==> config.mk <==
export PLATFORM = sky130hd
export DESIGN_NAME = cfg_spi_boot
export DESIGN_NICKNAME = d
export VERILOG_FILES = /design/src/rtl/cfg_spi_boot_pkg.sv /design/src/rtl/cfg_list_rom.sv /design/src/rtl/spi_wr_tx.sv /design/src/rtl/cfg_walker.sv /design/src/rtl/cfg_spi_boot.sv
export SDC_FILE = /design/constraint.sdc
export NUM_CORES = 1
export LEC_CHECK = 0
export BUFFER_PORTS_ARGS = -buffer_cell sky130_fd_sc_hd__buf_4
export CAP_MARGIN = 5
export CORE_UTILIZATION = 40
export CTS_CLUSTER_DIAMETER = 200
export DETAILED_ROUTE_END_ITERATION = 10
export HOLD_SLACK_MARGIN = 0.02
export PLACE_DENSITY = 0.58
export REMOVE_ABC_BUFFERS = 1
export SLEW_MARGIN = 0
export SYNTH_ARGS = -nofsm -noshare
export SYNTH_HDL_FRONTEND = slang
export SYNTH_HIERARCHICAL = 1
export SYNTH_SLANG_ARGS = --single-unit
export TNS_END_PERCENT = 50
==> constraint.sdc <==
create_clock -name clk -period 2.2 [get_ports clk]
set_clock_uncertainty 0.1 [all_clocks]
set_input_delay 0.33 -clock clk [delete_from_list [all_inputs] [get_ports clk]]
set_output_delay 0.33 -clock clk [all_outputs]
set_load 0.05 [all_outputs]
==> src/rtl/cfg_spi_boot_pkg.sv <==
package cfg_spi_boot_pkg;

  localparam int NUM_DEV = 3;
  localparam int DEV_W   = $clog2(NUM_DEV);
  localparam int FRAME_W = 24;
  localparam logic [7:0] END_MARK = 8'hFF;

  typedef struct packed {
    logic [7:0] addr;
    logic [7:0] data;
  } wr_t;

  typedef enum logic [1:0] {W_IDLE, W_READ, W_EVAL, W_SEND} walk_st_t;

  function automatic logic [FRAME_W-1:0] make_frame(input wr_t e);
    return {1'b0, 2'b00, 5'b00000, e.addr, e.data};
  endfunction

  // Computed list content: dev 0 = RF ref, 1 = sampling, 2 = PLL
  function automatic wr_t list_entry(input logic [1:0] dev, input logic [1:0] brd,
                                     input logic [1:0] vsel, input int idx);
    wr_t e;
    logic pll, pas;
    int   v;
    e   = '{addr: END_MARK, data: 8'h00};
    pll = (brd == 2'd2);
    pas = (brd == 2'd1);
    v   = (vsel == 2'd3) ? 2 : int'(vsel);
    case (dev)
      2'd0: if (pll && v == 0) begin
        case (idx)
          0: e = '{8'h45, 8'h01};
          1: e = '{8'h4A, 8'h33};
          2: e = '{8'h4B, 8'h00};
          3: e = '{8'h3D, 8'h08};
          4: e = '{8'h5A, 8'h01};
          default: ;
        endcase
      end
      2'd1: begin
        case (idx)
          0: e = '{8'h45, ((!pll && !pas) || (pas && v == 0)) ? 8'h01 : 8'h00};
          1: e = '{8'h51, 8'h80};
          2: e = '{8'h5A, 8'h01};
          default: ;
        endcase
      end
      2'd2: if (pll) begin
        case (idx)
          0:  e = '{8'h00, 8'h30};
          1:  e = '{8'h00, 8'h10};
          2:  e = '{8'h04, 8'h02};
          3:  e = '{8'h05, 8'h00};
          4:  e = '{8'h06, 8'h03};
          5:  e = '{8'h0B, 8'h00};
          6:  e = '{8'h0C, 8'h01};
          7:  e = '{8'h07, 8'h00};
          8:  e = '{8'h08, 8'h47};
          9:  e = '{8'h09, 8'h70};
          10: e = '{8'h0A, (v == 2) ? 8'h40 : 8'h08};
          11: e = '{8'h3D, 8'h03};
          12: e = '{8'h3E, 8'h03};
          13: e = '{8'h3F, 8'h03};
          14: e = '{8'h40, (v == 0) ? 8'h01 : 8'h02};
          15: e = '{8'h41, 8'h02};
          16: e = '{8'h51, 8'h80};
          17: e = '{8'h53, 8'h80};
          18: e = '{8'h45, 8'h02};
          19: e = '{8'h5A, 8'h01};
          default: ;
        endcase
      end else if (!pas) begin
        case (idx)
          0: e = '{8'h00, 8'h30};
          1: e = '{8'h00, 8'h10};
          2: e = '{8'h0A, 8'h11};
          3: e = '{8'h3D, 8'h03};
          4: e = '{8'h3E, 8'h03};
          5: e = '{8'h3F, 8'h03};
          6: e = '{8'h40, 8'h01};
          7: e = '{8'h41, 8'h01};
          default: ;
        endcase
      end
      default: ;
    endcase
    return e;
  endfunction

endpackage

==> src/rtl/cfg_list_rom.sv <==
module cfg_list_rom
  import cfg_spi_boot_pkg::*;
#(
  parameter int IDX_W = 5
) (
  input  logic             clk,
  input  logic [DEV_W-1:0] dev,
  input  logic [1:0]       brd,
  input  logic [1:0]       vsel,
  input  logic [IDX_W-1:0] idx,
  output wr_t              entry
);

  always_ff @(posedge clk) begin
    entry <= list_entry(dev, brd, vsel, int'(idx));
  end

endmodule

==> src/rtl/spi_wr_tx.sv <==
module spi_wr_tx #(
  parameter int CLK_DIV = 4,
  parameter int NUM_CS  = 3,
  parameter int FRAME_W = 24,
  localparam int HALF   = CLK_DIV / 2,
  localparam int GAP    = 2 * CLK_DIV,
  localparam int CNT_W  = $clog2(GAP + 1),
  localparam int BIT_W  = $clog2(FRAME_W),
  localparam int SEL_W  = $clog2(NUM_CS)
) (
  input  logic               clk,
  input  logic               rst,
  input  logic               start,
  input  logic [FRAME_W-1:0] frame,
  input  logic [SEL_W-1:0]   sel,
  output logic               done,
  output logic               sclk,
  output logic               mosi,
  output logic [NUM_CS-1:0]  cs_n
);

  typedef enum logic [1:0] {T_IDLE, T_SHIFT, T_GAP} tx_st_t;

  tx_st_t             st;
  logic [FRAME_W-1:0] shreg;
  logic [CNT_W-1:0]   cnt;
  logic [BIT_W-1:0]   bitn;

  assign mosi = shreg[FRAME_W-1];

  always_ff @(posedge clk) begin
    if (rst) begin
      st    <= T_IDLE;
      shreg <= '0;
      cnt   <= '0;
      bitn  <= '0;
      sclk  <= 1'b0;
      done  <= 1'b0;
      cs_n  <= '1;
    end else begin
      done <= 1'b0;
      case (st)
        T_IDLE: if (start) begin
          shreg <= frame;
          cnt   <= '0;
          bitn  <= '0;
          sclk  <= 1'b0;
          for (int i = 0; i < NUM_CS; i++) cs_n[i] <= (SEL_W'(i) != sel);
          st    <= T_SHIFT;
        end
        T_SHIFT: begin
          if (cnt == CNT_W'(HALF - 1)) begin
            cnt <= '0;
            if (!sclk) begin
              sclk <= 1'b1;
            end else begin
              sclk <= 1'b0;
              if (bitn == BIT_W'(FRAME_W - 1)) begin
                cs_n  <= '1;
                shreg <= '0;
                st    <= T_GAP;
              end else begin
                shreg <= {shreg[FRAME_W-2:0], 1'b0};
                bitn  <= bitn + 1'b1;
              end
            end
          end else begin
            cnt <= cnt + 1'b1;
          end
        end
        T_GAP: begin
          if (cnt == CNT_W'(GAP - 1)) begin
            cnt  <= '0;
            done <= 1'b1;
            st   <= T_IDLE;
          end else begin
            cnt <= cnt + 1'b1;
          end
        end
        default: st <= T_IDLE;
      endcase
    end
  end

endmodule

==> src/rtl/cfg_walker.sv <==
module cfg_walker
  import cfg_spi_boot_pkg::*;
#(
  parameter int IDX_W = 5
) (
  input  logic               clk,
  input  logic               rst,
  input  logic               start,
  input  logic [1:0]         board_in,
  input  logic [1:0]         var_in,
  input  wr_t                entry,
  input  logic               tx_done,
  output logic [DEV_W-1:0]   dev,
  output logic [IDX_W-1:0]   idx,
  output logic [1:0]         brd,
  output logic [1:0]         vsel,
  output logic               tx_start,
  output logic [FRAME_W-1:0] frame,
  output logic               busy,
  output logic               done
);

  walk_st_t st;
  logic     list_end;

  assign list_end = (entry.addr == END_MARK) || (&idx);

  always_ff @(posedge clk) begin
    if (rst) begin
      st       <= W_IDLE;
      dev      <= '0;
      idx      <= '0;
      brd      <= '0;
      vsel     <= '0;
      tx_start <= 1'b0;
      frame    <= '0;
      busy     <= 1'b0;
      done     <= 1'b0;
    end else begin
      tx_start <= 1'b0;
      done     <= 1'b0;
      case (st)
        W_IDLE: if (start) begin
          brd  <= board_in;
          vsel <= var_in;
          dev  <= '0;
          idx  <= '0;
          busy <= 1'b1;
          st   <= W_READ;
        end
        W_READ: st <= W_EVAL;
        W_EVAL: begin
          if (list_end) begin
            if (dev == DEV_W'(NUM_DEV - 1)) begin
              busy <= 1'b0;
              done <= 1'b1;
              st   <= W_IDLE;
            end else begin
              dev <= dev + 1'b1;
              idx <= '0;
              st  <= W_READ;
            end
          end else begin
            frame    <= make_frame(entry);
            tx_start <= 1'b1;
            st       <= W_SEND;
          end
        end
        W_SEND: if (tx_done) begin
          idx <= idx + 1'b1;
          st  <= W_READ;
        end
        default: st <= W_IDLE;
      endcase
    end
  end

endmodule

==> src/rtl/cfg_spi_boot.sv <==
module cfg_spi_boot
  import cfg_spi_boot_pkg::*;
#(
  parameter int CLK_DIV = 4,
  parameter int IDX_W   = 5
) (
  input  logic               clk,
  input  logic               rst,
  input  logic               start,
  input  logic [1:0]         board_type,
  input  logic [1:0]         variant,
  output logic               busy,
  output logic               done,
  output logic               spi_sclk,
  output logic               spi_mosi,
  output logic [NUM_DEV-1:0] spi_cs_n
);

  wr_t                entry;
  logic [DEV_W-1:0]   dev;
  logic [IDX_W-1:0]   idx;
  logic [1:0]         brd;
  logic [1:0]         vsel;
  logic               tx_start;
  logic               tx_done;
  logic [FRAME_W-1:0] frame;

  cfg_list_rom #(.IDX_W(IDX_W)) u_rom (
    .clk   (clk),
    .dev   (dev),
    .brd   (brd),
    .vsel  (vsel),
    .idx   (idx),
    .entry (entry)
  );

  cfg_walker #(.IDX_W(IDX_W)) u_walk (
    .clk      (clk),
    .rst      (rst),
    .start    (start),
    .board_in (board_type),
    .var_in   (variant),
    .entry    (entry),
    .tx_done  (tx_done),
    .dev      (dev),
    .idx      (idx),
    .brd      (brd),
    .vsel     (vsel),
    .tx_start (tx_start),
    .frame    (frame),
    .busy     (busy),
    .done     (done)
  );

  spi_wr_tx #(.CLK_DIV(CLK_DIV), .NUM_CS(NUM_DEV), .FRAME_W(FRAME_W)) u_tx (
    .clk   (clk),
    .rst   (rst),
    .start (tx_start),
    .frame (frame),
    .sel   (dev),
    .done  (tx_done),
    .sclk  (spi_sclk),
    .mosi  (spi_mosi),
    .cs_n  (spi_cs_n)
  );

endmodule

# After elaboration in Yosys (flattened, before gate mapping)
# Cells that the tools add are included.
# op_classes
addsub	4
eq_ne	47
mux	62
bitwise	3
n_reduce_logical	33
# ops
cell	n
$pmux 16 s20	1
$pmux 16 s8	1
$mux 24	4
$pmux 16 s3	2
$pmux 16 s5	1
$mux 16	3
$pmux 24 s2	1
$eq 5x4->1 const B	8
$mux 5	8
$eq 32x3->1 const B	1
$logic_not 32->1	1
$mux 2	13
$eq 5x5->1 const B	5
$reduce_and 5->1	5
$eq 5x3->1 const B	4
$pmux 5 s3	1
$eq 2x2->1 const B	6
$mux 3	4
$mux 4	3
$ne 2x1->1 const B	6
$pmux 4 s3	1
$reduce_and 4->1	3
$mux 1	11
$add 5x1->5 const B	2
30 further kinds	54
# totals
register_bits	88
input_bits	7
wordCells	167

# Longest topological paths before layout
# Gate-level depths: netlist of run 1.
# logic_depth
depth_word	8
mapped_depth	10
mapped_depth_nobuf	8

# By module
# The synthesis of run 1 kept the hierarchy.
# modules_own_cells
mod	instances	cells_each	area_per_inst_um2	seq_area_each_um2
spi_wr_tx	1	218	1934.4	800.8
cfg_walker	1	170	1552.7	640.6
cfg_list_rom	1	164	1226.2	320.3

# Least setup slack after synthesis of run 1
# OpenSTA, ideal clock, no wires.
# synth_path
kind	reg-to-reg
from	register u_walk.idx[0]
to	register u_walk.st[1]
setup_ns	0.131
arrival_ns	1.756
t_required_ns	1.969
slack_ns	0.213
path_stages_with_launch	11
path_buffers	2
synth_period_minus_slack_ns	1.987
path_cell_list	dfxtp_1 -> ha_1 -> inv_1 -> nor3_1 -> ha_1 -> and2b_1 -> o21a_1 -> buf_6 -> buf_6 -> o2111ai_1 -> o31ai_1
# synth_between
elab_chain_len	4
# synth_rtl
item	line_no	text
start: declaration	cfg_walker.sv:14	output logic [IDX_W-1:0] idx,
start signal: assignment	cfg_walker.sv:70	idx <= idx + 1'b1;
$reduce_and 5->1	cfg_walker.sv:26	assign list_end = (entry.addr == END_MARK) || (&idx);
$logic_or 1x1->1	cfg_walker.sv:26	
$mux 2	cfg_walker.sv:53	if (list_end) begin
$pmux 2 s4	cfg_walker.sv:42	case (st)
end signal: assignment	cfg_walker.sv:30	st <= W_IDLE;
end signal: assignment	cfg_walker.sv:51	W_READ: st <= W_EVAL;
end signal: assignment	cfg_walker.sv:57	st <= W_IDLE;
end: declaration	cfg_walker.sv:23	walk_st_t st;
# No other way between the ends.
# A chain may end at the register's enable or synchronous reset.

# Worst setup path after layout of run 1
# layout_path
from	register u_tx.st[0]
to	register u_tx.st[0]
# layout_between
elab_chain_len	3
elab_cells_between_ends	10
# layout_rtl
item	line_no	text
start: declaration	spi_wr_tx.sv:24	tx_st_t st;
start signal: assignment	spi_wr_tx.sv:33	st <= T_IDLE;
start signal: assignment	spi_wr_tx.sv:49	st <= T_SHIFT;
start signal: assignment	spi_wr_tx.sv:61	st <= T_GAP;
$eq 2x2->1 (tied with other cells)	spi_wr_tx.sv:42	case (st)
$ne 2x1->1 (no source line) / $ne 2x2->1 (equally long branches)	--	
$reduce_and 5->1 (no source line)	--	
# Several ways; a longest one is shown, not always the timed one.

==> run_results.csv, run 1 <==
group,metric,value,unit
worst_hold_path,min_path_type,"input port to flop",
clock_network,cts.sinks,88,
synth,synth_seq_area_share,37.4,%
grt,overflow,0,
floorplanning,num_rows,39,
clock_network,cts_buffer_depth,2,
layout,multi_input_area,0.00264,sq mm
worst_setup_path,r2r_setup_slack,0.16,ns
worst_setup_path,path_max_fanout,4,
routing,dr.first_iter.drc_count,409,
power_and_ir_drop,p_total,4.32,mW
synth,yosysTopAreaCellShare,37.4,%
sta,tightest_slew,0.539,ns
place,routabilityCongestion,0.908,
power_and_ir_drop,powerDensity,821,mW/mm^2
routing,postRouteWirelength,11.0,mm
clock_network,cts_buffers,9,
routing,dr.pass1.iters,5,
sta,setup-tns-final,0,ns
routing,ant_nets,0,
routing,vias,4106,
floorplanning,core,0.0115,sq mm
flow_run,cap_violations,0,
layout,ff_latch_area,0.00176,sq mm
status,status,"finished, final reports clean",
synth,post-synth-top-count-cell,"dfxtp_1",
worst_setup_path,cp_slowest_cell,"nor4b_1",
routing,avgRoutedWirePerCell,15.5,um
clock_network,cts_root_buf,"clkbuf_16",
synth,syn-cell-area,0.00471,sq mm
floorplanning,start_util,41.1,%
clock_network,htree_levels,3,
synth,synthTopCellsByCount,"dfxtp_1, nor2_1, nand2_1",
clock_network,cts_hold_buf,0,
worst_setup_path,cp.depth,6,
worst_setup_path,slowest_delay,0.45,ns
sta,fmax,0.489,GHz
layout,layout.nets,580,
floorplanning,io_pins,14,
worst_setup_path,critical_path_class,"flop to flop",
sta,maxSlewHeadroom,63.9,%
worst_setup_path,endpoint,"u_tx/st[0]$_SDFFE_PP0P_",
worst_setup_path,end_kind,"flop",
sta,post-route-period-util,93.0,%
worst_setup_path,worstPathArrival,2.22,ns
sta,slew_viol_final,0,
synth,synth-edff-count,0,
place,place_hpwl,7.41,mm
synth,yosysWarnings,6,
worst_setup_path,path_cells,"inv_1 -> ha_1 -> nor4b_1 -> o31ai_2 -> or3b_1 -> a21oi_1",
synth,avgSynthCellArea,8.54,sq um
layout,final_util,45.9,%
grt,grt_max_degree,43,
grt,grt_pass1_wl,18.7,mm
power_and_ir_drop,vdd_drop_max,0.464,mV
worst_setup_path,rr_worst_depth,6,
power_and_ir_drop,power_leakage,1.94,nW
clock_network,cts_tree,"built",
worst_setup_path,reg2reg_to,"u_tx/st[0]$_SDFFE_PP0P_",
synth,synth_ff_type,"dfxtp_1",
sta,period_minus_slack,2.04,ns
grt,grt_usage,18.6,%
place,numPortBuffers,13,
synth,async_flop_share,0,%
layout,drive_gt1_share,14.9,%
synth,synthCells,552,
floorplanning,die_w,111,um
place,dp.cells,690,
worst_setup_path,crit_start,"u_tx/st[0]$_SDFFE_PP0P_",
layout,diodes,0,
synth,yosysUniqueCellTypes,84,
routing,drc_errors,0,
clock_network,clk_latency,0.34,ns
grt,antenna_found_initial,0,
worst_setup_path,critPathTopFamily,"simple AND/OR/NAND/NOR gates",
layout,area_growth,11.6,%
worst_setup_path,cp.required,2.37,ns
clock_network,clk_pin_slew_worst_paths,0.07,ns
floorplanning,dieArea,0.0122,sq mm
grt,grt_pass1_vias,3726,
synth,synth_top_area_cell,"dfxtp_1",
sta,finalSetupViolCount,0,
routing,routed_via_density,5.82,
worst_setup_path,rr_startpoint,"u_tx/st[0]$_SDFFE_PP0P_",
synth,synth_seq_cells,88,
layout,final_cells,706,
worst_setup_path,startpoint_type,"flop",
synth,synth_area_leaders,"dfxtp_1, nor2_1, a221oi_1, o21ai_0, ha_1",
sta,rsz0062_at_grt,"false",
floorplanning,die_h,111,um
layout,fillCellCount,1102,
worst_setup_path,crit_buf_inv,1,
sta,hold_viol,0,
logic make-up after synthesis:
family	Yosys count	synth area share, %
AO/OA/AOI/OAI	165	24.7
XOR/XNOR	2	0.372
adder cells (fa/ha/maj)	15	3.98
buffers and inverters	68	7.57
flip-flops	88	37.4
multiplexers	13	2.79
other	1	0.0796
AND/OR/NAND/NOR	200	23.1
per-stage QoR:
stage                     hold slack, ns  setup WS [ns]  cell area [sq um]
final                              0.144          0.155               5260
after global routing               0.155         0.0104               5260
after CTS                          0.138         0.0935               5250
after detailed placement           0.349        0.00374               4920
after global placement             0.349          0.164               4920
after floorplan                    0.299         -0.191               4470
area by class of cell:
cell class / count / share of cell area [%]
clock inverters: 6 / 1.71
clock buffers: 10 / 4.54
repair buffers: 32 / 5.04
well taps: 143 / 3.40
flip-flops and latches: 88 / 33.5
multi-input cells: 403 / 50.1
inverters: 24 / 1.71
cell usage in the layout (no fill, tap or decap), drive strengths merged, types with 6 or more instances in the layout:
master  synthesis  routed
a211o           6       6
nand3          18      18
mux2i          12      12
o21ai          40      40
nor2           55      55
conb            1       8
ha             15      15
nand2          50      50
o31ai           8       8
a221oi         23      23
nor3           18      18
nor2b          11      11
inv            24      26
a21oi          35      35
clkbuf         15      10
dfxtp          88      88
nand2b          6       6
a31oi           6       6
nand4           7       7
buf            29      32
power breakdown:
part / total [mW] / switching (mW) / leakage [nW] / internal [mW]
clock network: 1.69 / 0.653 / 0.159 / 1.03
logic: 0.813 / 0.517 / 1.07 / 0.296
registers: 1.82 / 0.0846 / 0.712 / 1.74
worst min path at each step:
stage	cells past startpoint	slack (ns)	endpoint	start
floorplan	1	0.30	u_tx/bitn[0]$_SDFFE_PP0P_	rst
global placement	2	0.35	u_walk/frame[5]$_SDFFE_PP0P_	u_rom/entry[5]$_DFF_P_
detailed placement	2	0.35	u_walk/frame[9]$_SDFFE_PP0P_	u_rom/entry[9]$_DFF_P_
CTS	3	0.14	u_walk/brd[0]$_SDFFE_PP0P_	board_type[0]
global route	3	0.15	u_walk/vsel[1]$_SDFFE_PP0P_	variant[1]
finish	3	0.14	u_walk/brd[0]$_SDFFE_PP0P_	board_type[0]
sequential cells by signal, summed over array words and instances, names as in the netlist, 3 cells and up:
name,cells
u_tx/shreg,24
u_rom/entry,16
u_walk/frame,16
u_tx/bitn,5
u_walk/idx,5
u_tx/cnt,4
u_tx/cs_n,3
repair_timing:
item	CTS	global route
cloned	0	0
endpoints found under the setup margin	1	22
setup buffers	0	0
gates resized for setup	1	2
worst reg2reg max path, cell delays in order (launching register included):
cell     delay [ns]
dfxtp_1        0.39
inv_1          0.10
ha_1           0.25
nor4b_1        0.45
o31ai_2        0.17
or3b_1         0.39
a21oi_1        0.13
layer usage:
layer / track usage [%] / share of wire [%] / vias to the layer above / wire length, um
met4: 5.87 / 1.5 / 0 / 168
met5: 0 / 0 / - / 0
li1: - / - / 2030 / -
met3: 3.95 / 5.3 / 15 / 587
met1: 25.5 / 47 / 1924 / 5110
met2: 29.3 / 47 / 137 / 5110
Power figures use the tool's default switching activity.
==> run 2: changes to the inputs <==
- ABC_CLOCK_PERIOD_IN_PS: unset -> 2200
- SYNTH_HIERARCHICAL: 1 -> unset
==> run_results.csv, run 2 <==
group,metric,value,unit
status,status,"finished with violations",
status,violations,"negative setup slack",
synth,synth_seq_area_share,38.4,%
routing,ant_nets,0,
synth,synth_top_area_cell,"dfxtp_1",
worst_setup_path,critical_path_class,"flop to flop",
clock_network,cts_buffers,9,
grt,overflow,0,
synth,synth_ff_type,"dfxtp_1",
floorplanning,start_util,41.6,%
synth,post-synth-top-count-cell,"dfxtp_1",
sta,setup-tns-final,-0.237,ns
clock_network,cts_hold_buf,0,
synth,avgSynthCellArea,7.96,sq um
routing,top_layer,"met4",
layout,area_growth,21.7,%
worst_setup_path,slowest_delay,0.54,ns
clock_network,htree_levels,3,
power_and_ir_drop,p_seq_share,41.0,%
sta,maxSlewHeadroom,61.5,%
place,routabilityCongestion,0.955,
grt,grt_pass1_vias,3914,
layout,layout.nets,634,
floorplanning,num_rows,38,
grt,antenna_found_initial,0,
layout,mostFrequentLayoutCell,"dfxtp_1",
sta,finalSetupViolCount,10,
floorplanning,die_h,109,um
routing,dr.pass1.iters,5,
sta,period_minus_slack,2.26,ns
routing,vias,4221,
synth,synth_seq_cells,88,
sta,slew_viol_final,0,
grt,grt_pass1_wl,18.9,mm
clock_network,cts_tree,"built",
power_and_ir_drop,powerDensity,720,mW/mm^2
clock_network,clk_pin_slew_worst_paths,0.06,ns
power_and_ir_drop,switchingPower,979,uW
worst_setup_path,worstPathArrival,2.43,ns
layout,largest_register_ffs,24,
power_and_ir_drop,vdd_drop_max,0.699,mV
worst_hold_path,min_path_type,"input port to flop",
clock_network,cts_buffer_depth,2,
routing,dr.first_iter.drc_count,326,
routing,postRouteWirelength,11.2,mm
routing,wl_met3,462,um
layout,largestRegisters,"u_tx.shreg (24), u_rom.entry (16), u_walk.frame (16)",
grt,grt_max_degree,49,
synth,yosysWarnings,0,
synth,synth-edff-count,0,
synth,syn-cell-area,0.00459,sq mm
sta,fin_ws,-0.0637,ns
layout,drive_gt1_share,16.8,%
layout,fin_area,0.00559,sq mm
place,numPortBuffers,13,
routing,drc_errors,0,
sta,rsz0062_at_grt,"true",
worst_setup_path,end_kind,"flop",
synth,async_flop_share,0,%
clock_network,cts_root_buf,"clkbuf_16",
routing,routed_via_density,5.61,
power_and_ir_drop,combPwrFrac,12.0,%
synth,yosysUniqueCellTypes,61,
floorplanning,dieArea,0.0119,sq mm
layout,final_util,50.7,%
grt,grt_usage,20.3,%
place,place_hpwl,8.12,mm
routing,wl_met1,5.26,mm
sta,post-route-period-util,103,%
worst_setup_path,cp_slowest_cell,"or4_4",
clock_network,clk_latency,0.34,ns
routing,route.met2.wl,5.32,mm
layout,diodes,0,
power_and_ir_drop,clkPwrFrac,46.9,%
synth,synth_area_leaders,"dfxtp_1, nand2_1, ha_1, nand3_1, a21oi_1",
sta,hold_viol,0,
clock_network,cts.sinks,88,
place,placed_area,0.00509,sq mm
synth,yosysTopAreaCellShare,38.4,%
worst_setup_path,cp.required,2.36,ns
sta,fmax,0.442,GHz
floorplanning,core,0.0110,sq mm
power_and_ir_drop,switching_share,24.3,%
layout,max_flop_register,"u_tx.shreg",
worst_setup_path,path_max_fanout,7,
worst_setup_path,startpoint_type,"flop",
worst_setup_path,path_cells,"inv_4 -> ha_4 -> or4_4 -> a211o_1 -> o21ai_4 -> buf_6 -> a31oi_1 -> o211ai_1",
power_and_ir_drop,power_leakage,2.12,nW
floorplanning,die_w,109,um
floorplanning,io_pins,14,
sta,tightest_slew,0.570,ns
flow_run,cap_violations,0,
layout,most-common-layout-cells,"dfxtp_1, nand2_1, buf_4",
synth,synthTopCellsByCount,"dfxtp_1, nand2_1, nand3_1",
place,dpl_worst_slack,-0.143,ns
routing,avgRoutedWirePerCell,15.0,um
power_and_ir_drop,power.internal,3.05,mW
synth,synthCells,577,
==> run 2: cell count changes in the layout (fill, tap and decap cells not counted), sizes merged, moves of 14 or more <==
cell,change
a21oi,+14
nand2,+34
nand3,+32
nor2,-20
buf,+28
a221oi,-22
==> run 2: final timing paths <==
kind	start	endpoint	slack, ns	cells after the start
max	u_walk.idx[1]$_SDFFE_PP0P_	u_rom.entry[13]$_DFF_P_	-0.06	8
max reg2reg	u_walk.idx[1]$_SDFFE_PP0P_	u_rom.entry[13]$_DFF_P_	-0.06	8
min	board_type[1]	u_walk.brd[1]$_SDFFE_PP0P_	0.15	3
min reg2reg	u_rom.entry[1]$_DFF_P_	u_walk.frame[1]$_SDFFE_PP0P_	0.35	2
==> run 2: timing repair <==
action	in CTS	in global routing
endpoints found under the hold margin	0	0
resized for setup	13	16
setup endpoints to repair	17	24
pin swaps	5	7
setup buffers	0	1
==> run 2: power by group through the flow <==
stage / clock network (mW) / registers [mW] / logic, mW
4_1_cts: 1.94 / 1.65 / 0.477
2_1_floorplan: 0 / 1.69 / 0.279
6_report: 1.89 / 1.65 / 0.485
3_3_place_gp: 0 / 1.69 / 0.463
5_1_grt: 2.01 / 1.66 / 0.533
3_5_place_dp: 0 / 1.69 / 0.472
==> run 2: final cells by class <==
cell class	instances	area, sq um
inverter	17	68.8
fill	1065	5440
timing repair buffer	60	515
sequential	88	1770
clock inverter	7	154
multi-input combinational	431	2680
tap	140	175
clock buffer	9	225
==> run 2: critical path, delay by kind of cell, from the launching register on <==
family                   cells  cell delay [ns]
AO/OA/AOI/OAI                4             0.80
AND/OR/NAND/NOR              1             0.54
flip-flops                   1             0.39
buffers and inverters        2             0.21
adder cells (fa/ha/maj)      1             0.15
==> run 2: per-layer routing <==
| metal | vias to the layer above | track usage (%) |
|---|---|---|
| met5 | - | 0 |
| met4 | 0 | 7.53 |
| met3 | 21 | 5.08 |
| met2 | 89 | 32.7 |
| met1 | 1992 | 26.1 |
| li1 | 2119 | - |
==> run 2: kinds of logic (layout without fill, tap and decap cells) <==
kind of cell	count (synthesis)	after routing	share of synthesized area, %
mux	13	13	2.83
flops	88	88	38.4
simple gates	246	246	27.2
fa+ha+maj	20	20	5.45
compound gates	149	149	20.4
buf+inv	58	93	5.18
xor+xnor	3	3	0.572
==> run 2: through the flow <==
step	hold slack, ns	instances	power [mW]
3_3_place_gp	0.340	735	2.15
3_5_place_dp	0.346	735	2.16
4_1_cts	0.131	751	4.07
5_1_grt	0.138	752	4.19
2_1_floorplan	0.299	536	1.97
6_report	0.151	752	4.03
==> run 3: changes to the inputs <==
- BUFFER_PORTS_ARGS: -buffer_cell sky130_fd_sc_hd__buf_4 -> unset
- DONT_BUFFER_PORTS: unset -> 1
- PLACE_DENSITY: 0.58 -> 0.57
- SYNTH_HIERARCHICAL: unset -> 1
==> run_results.csv, run 3 (synthesis results as in run 1) <==
group,metric,value,unit
sta,maxSlewHeadroom,64.9,%
worst_hold_path,min_path_type,"input port to flop",
worst_setup_path,r2r_setup_slack,0.15,ns
grt,grt_max_degree,50,
worst_setup_path,rr_worst_depth,6,
floorplanning,core,0.0115,sq mm
sta,tightest_slew,0.526,ns
layout,mostFrequentLayoutCell,"dfxtp_1",
layout,ff_latch_area,0.00176,sq mm
worst_setup_path,worstPathArrival,2.21,ns
power_and_ir_drop,p_total,4.09,mW
worst_setup_path,end_kind,"flop",
place,dp.cells,679,
sta,fin_ws,0.153,ns
floorplanning,io_pins,14,
routing,avgRoutedWirePerCell,15.4,um
grt,overflow,0,
place,routabilityCongestion,0.928,
layout,fin_area,0.00515,sq mm
power_and_ir_drop,vdd_drop_max,0.479,mV
floorplanning,start_util,41.1,%
layout,most-common-layout-cells,"dfxtp_1, nor2_1, nand2_1",
layout,fillCellCount,1119,
grt,grt_usage,17.4,%
sta,period_minus_slack,2.05,ns
grt,grt_pass1_wl,17.7,mm
routing,dr.first_iter.drc_count,254,
floorplanning,dieArea,0.0122,sq mm
layout,largestRegisters,"u_tx/shreg (24), u_rom/entry (16), u_walk/frame (16)",
floorplanning,die_w,111,um
worst_setup_path,cp.required,2.36,ns
worst_setup_path,path_max_fanout,9,
place,placed_area,0.00482,sq mm
layout,area_growth,9.37,%
layout,largest_register_ffs,24,
worst_hold_path,hold_start,"variant[1]",
sta,hold_viol,0,
worst_setup_path,slowest_delay,0.50,ns
sta,slew_viol_final,0,
worst_setup_path,startpoint_type,"flop",
sta,post-route-period-util,93.0,%
sta,setup-tns-final,0,ns
grt,grt_pass1_vias,3601,
layout,max_flop_register,"u_tx/shreg",
grt,antenna_found_initial,0,
routing,postRouteWirelength,10.7,mm
flow_run,cap_violations,0,
routing,vias,3998,
clock_network,clk_latency,0.33,ns
layout,layout.nets,570,
routing,routed_via_density,5.74,
worst_setup_path,critical_path_class,"flop to flop",
floorplanning,die_h,111,um
worst_setup_path,rr_startpoint,"u_tx/st[1]$_SDFFE_PP0P_",
power_and_ir_drop,powerDensity,794,mW/mm^2
routing,ant_nets,0,
sta,fmax,0.489,GHz
layout,final_cells,696,
worst_setup_path,crit_start,"u_tx/st[1]$_SDFFE_PP0P_",
floorplanning,num_rows,39,
clock_network,cts_buffer_depth,2,
power_and_ir_drop,power_leakage,1.88,nW
clock_network,postCtsSetupBuffers,0,
worst_setup_path,path_cells,"inv_1 -> ha_2 -> nand2b_2 -> a21o_4 -> or4_1 -> a21boi_1",
status,status,"finished, final reports clean",
routing,drc_errors,0,
clock_network,htree_levels,3,
worst_setup_path,cp_slowest_cell,"or4_1",
clock_network,cts.sinks,88,
worst_setup_path,reg2reg_to,"u_tx/bitn[3]$_SDFFE_PP0P_",
layout,final_util,45.0,%
clock_network,cts_tree,"built",
sta,hold_slack,0.0369,ns
clock_network,cts_root_buf,"clkbuf_16",
layout,drive_gt1_share,13.4,%
sta,finalSetupViolCount,0,
clock_network,clk_pin_slew_worst_paths,0.07,ns
routing,dr.pass1.iters,6,
sta,rsz0062_at_grt,"false",
place,dpl_worst_slack,0.0705,ns
place,numPortBuffers,0,
layout,multi_input_area,0.00264,sq mm
clock_network,cts_buffers,9,
place,place_hpwl,7.28,mm
layout,diodes,0,
worst_setup_path,endpoint,"u_tx/bitn[3]$_SDFFE_PP0P_",
-- run 3: changes by cell type in the layout (fill, tap and decap cells not counted), moves of 13 or more --
| cell | delta |
|---|---|
| a221oi_1 | +22 |
| a21oi_1 | -13 |
| nand3_1 | -33 |
| o21ai_0 | +13 |
| nand2_1 | -34 |
| buf_4 | -32 |
| nor2_1 | +20 |
-- run 3: layout make-up --
class | instances | share of cell area (%)
clock buffer | 9 | 4.37
clock inverter | 7 | 1.41
inverter | 24 | 1.75
multi-input combinational | 403 | 51.1
sequential | 88 | 34.2
tap | 143 | 3.47
timing repair buffer | 22 | 3.69
-- run 3: per-layer routing --
layer  global-route usage (%)  wire [um]  up-vias
li1                         -          -     2004
met1                     23.8       5190     1874
met2                     27.1       4890      105
met3                     4.28        490       15
met4                     5.33        144        0
met5                        0          0        -
-- run 3: worst min-delay path by stage --
stage / endpoint / slack (ns) / cells past startpoint
final: u_walk/vsel[1]$_SDFFE_PP0P_ / 0.04 / 2
after global routing: u_tx/cs_n[2]$_SDFFE_PP1P_ / 0.02 / 1
after CTS: u_tx/cs_n[2]$_SDFFE_PP1P_ / 0.03 / 1
after detailed placement: u_tx/bitn[0]$_SDFFE_PP0P_ / 0.32 / 1
after global placement: u_tx/bitn[0]$_SDFFE_PP0P_ / 0.31 / 1
after floorplan: u_tx/bitn[0]$_SDFFE_PP0P_ / 0.30 / 1
-- run 3: critical path, delay by kind of cell, from the launching register on --
family,cells,cell delay [ns]
adders and majority gates,1,0.25
DFF,1,0.38
AOI/OAI and AO/OA,2,0.40
buffers and inverters,1,0.11
and+or+nand+nor,2,0.75
-- run 3: power breakdown --
part	total (mW)	switching (mW)	leakage [nW]	internal, mW
Combinational	0.735	0.461	1.03	0.274
Sequential	1.86	0.127	0.712	1.74
Clock	1.50	0.695	0.143	0.801
-- run 3: what timing repair did --
action,in CTS,in global routing
gates resized for setup,0,3
endpoints found under the setup margin,0,24
hold buffers,1,0
endpoints found under the hold margin,49,0
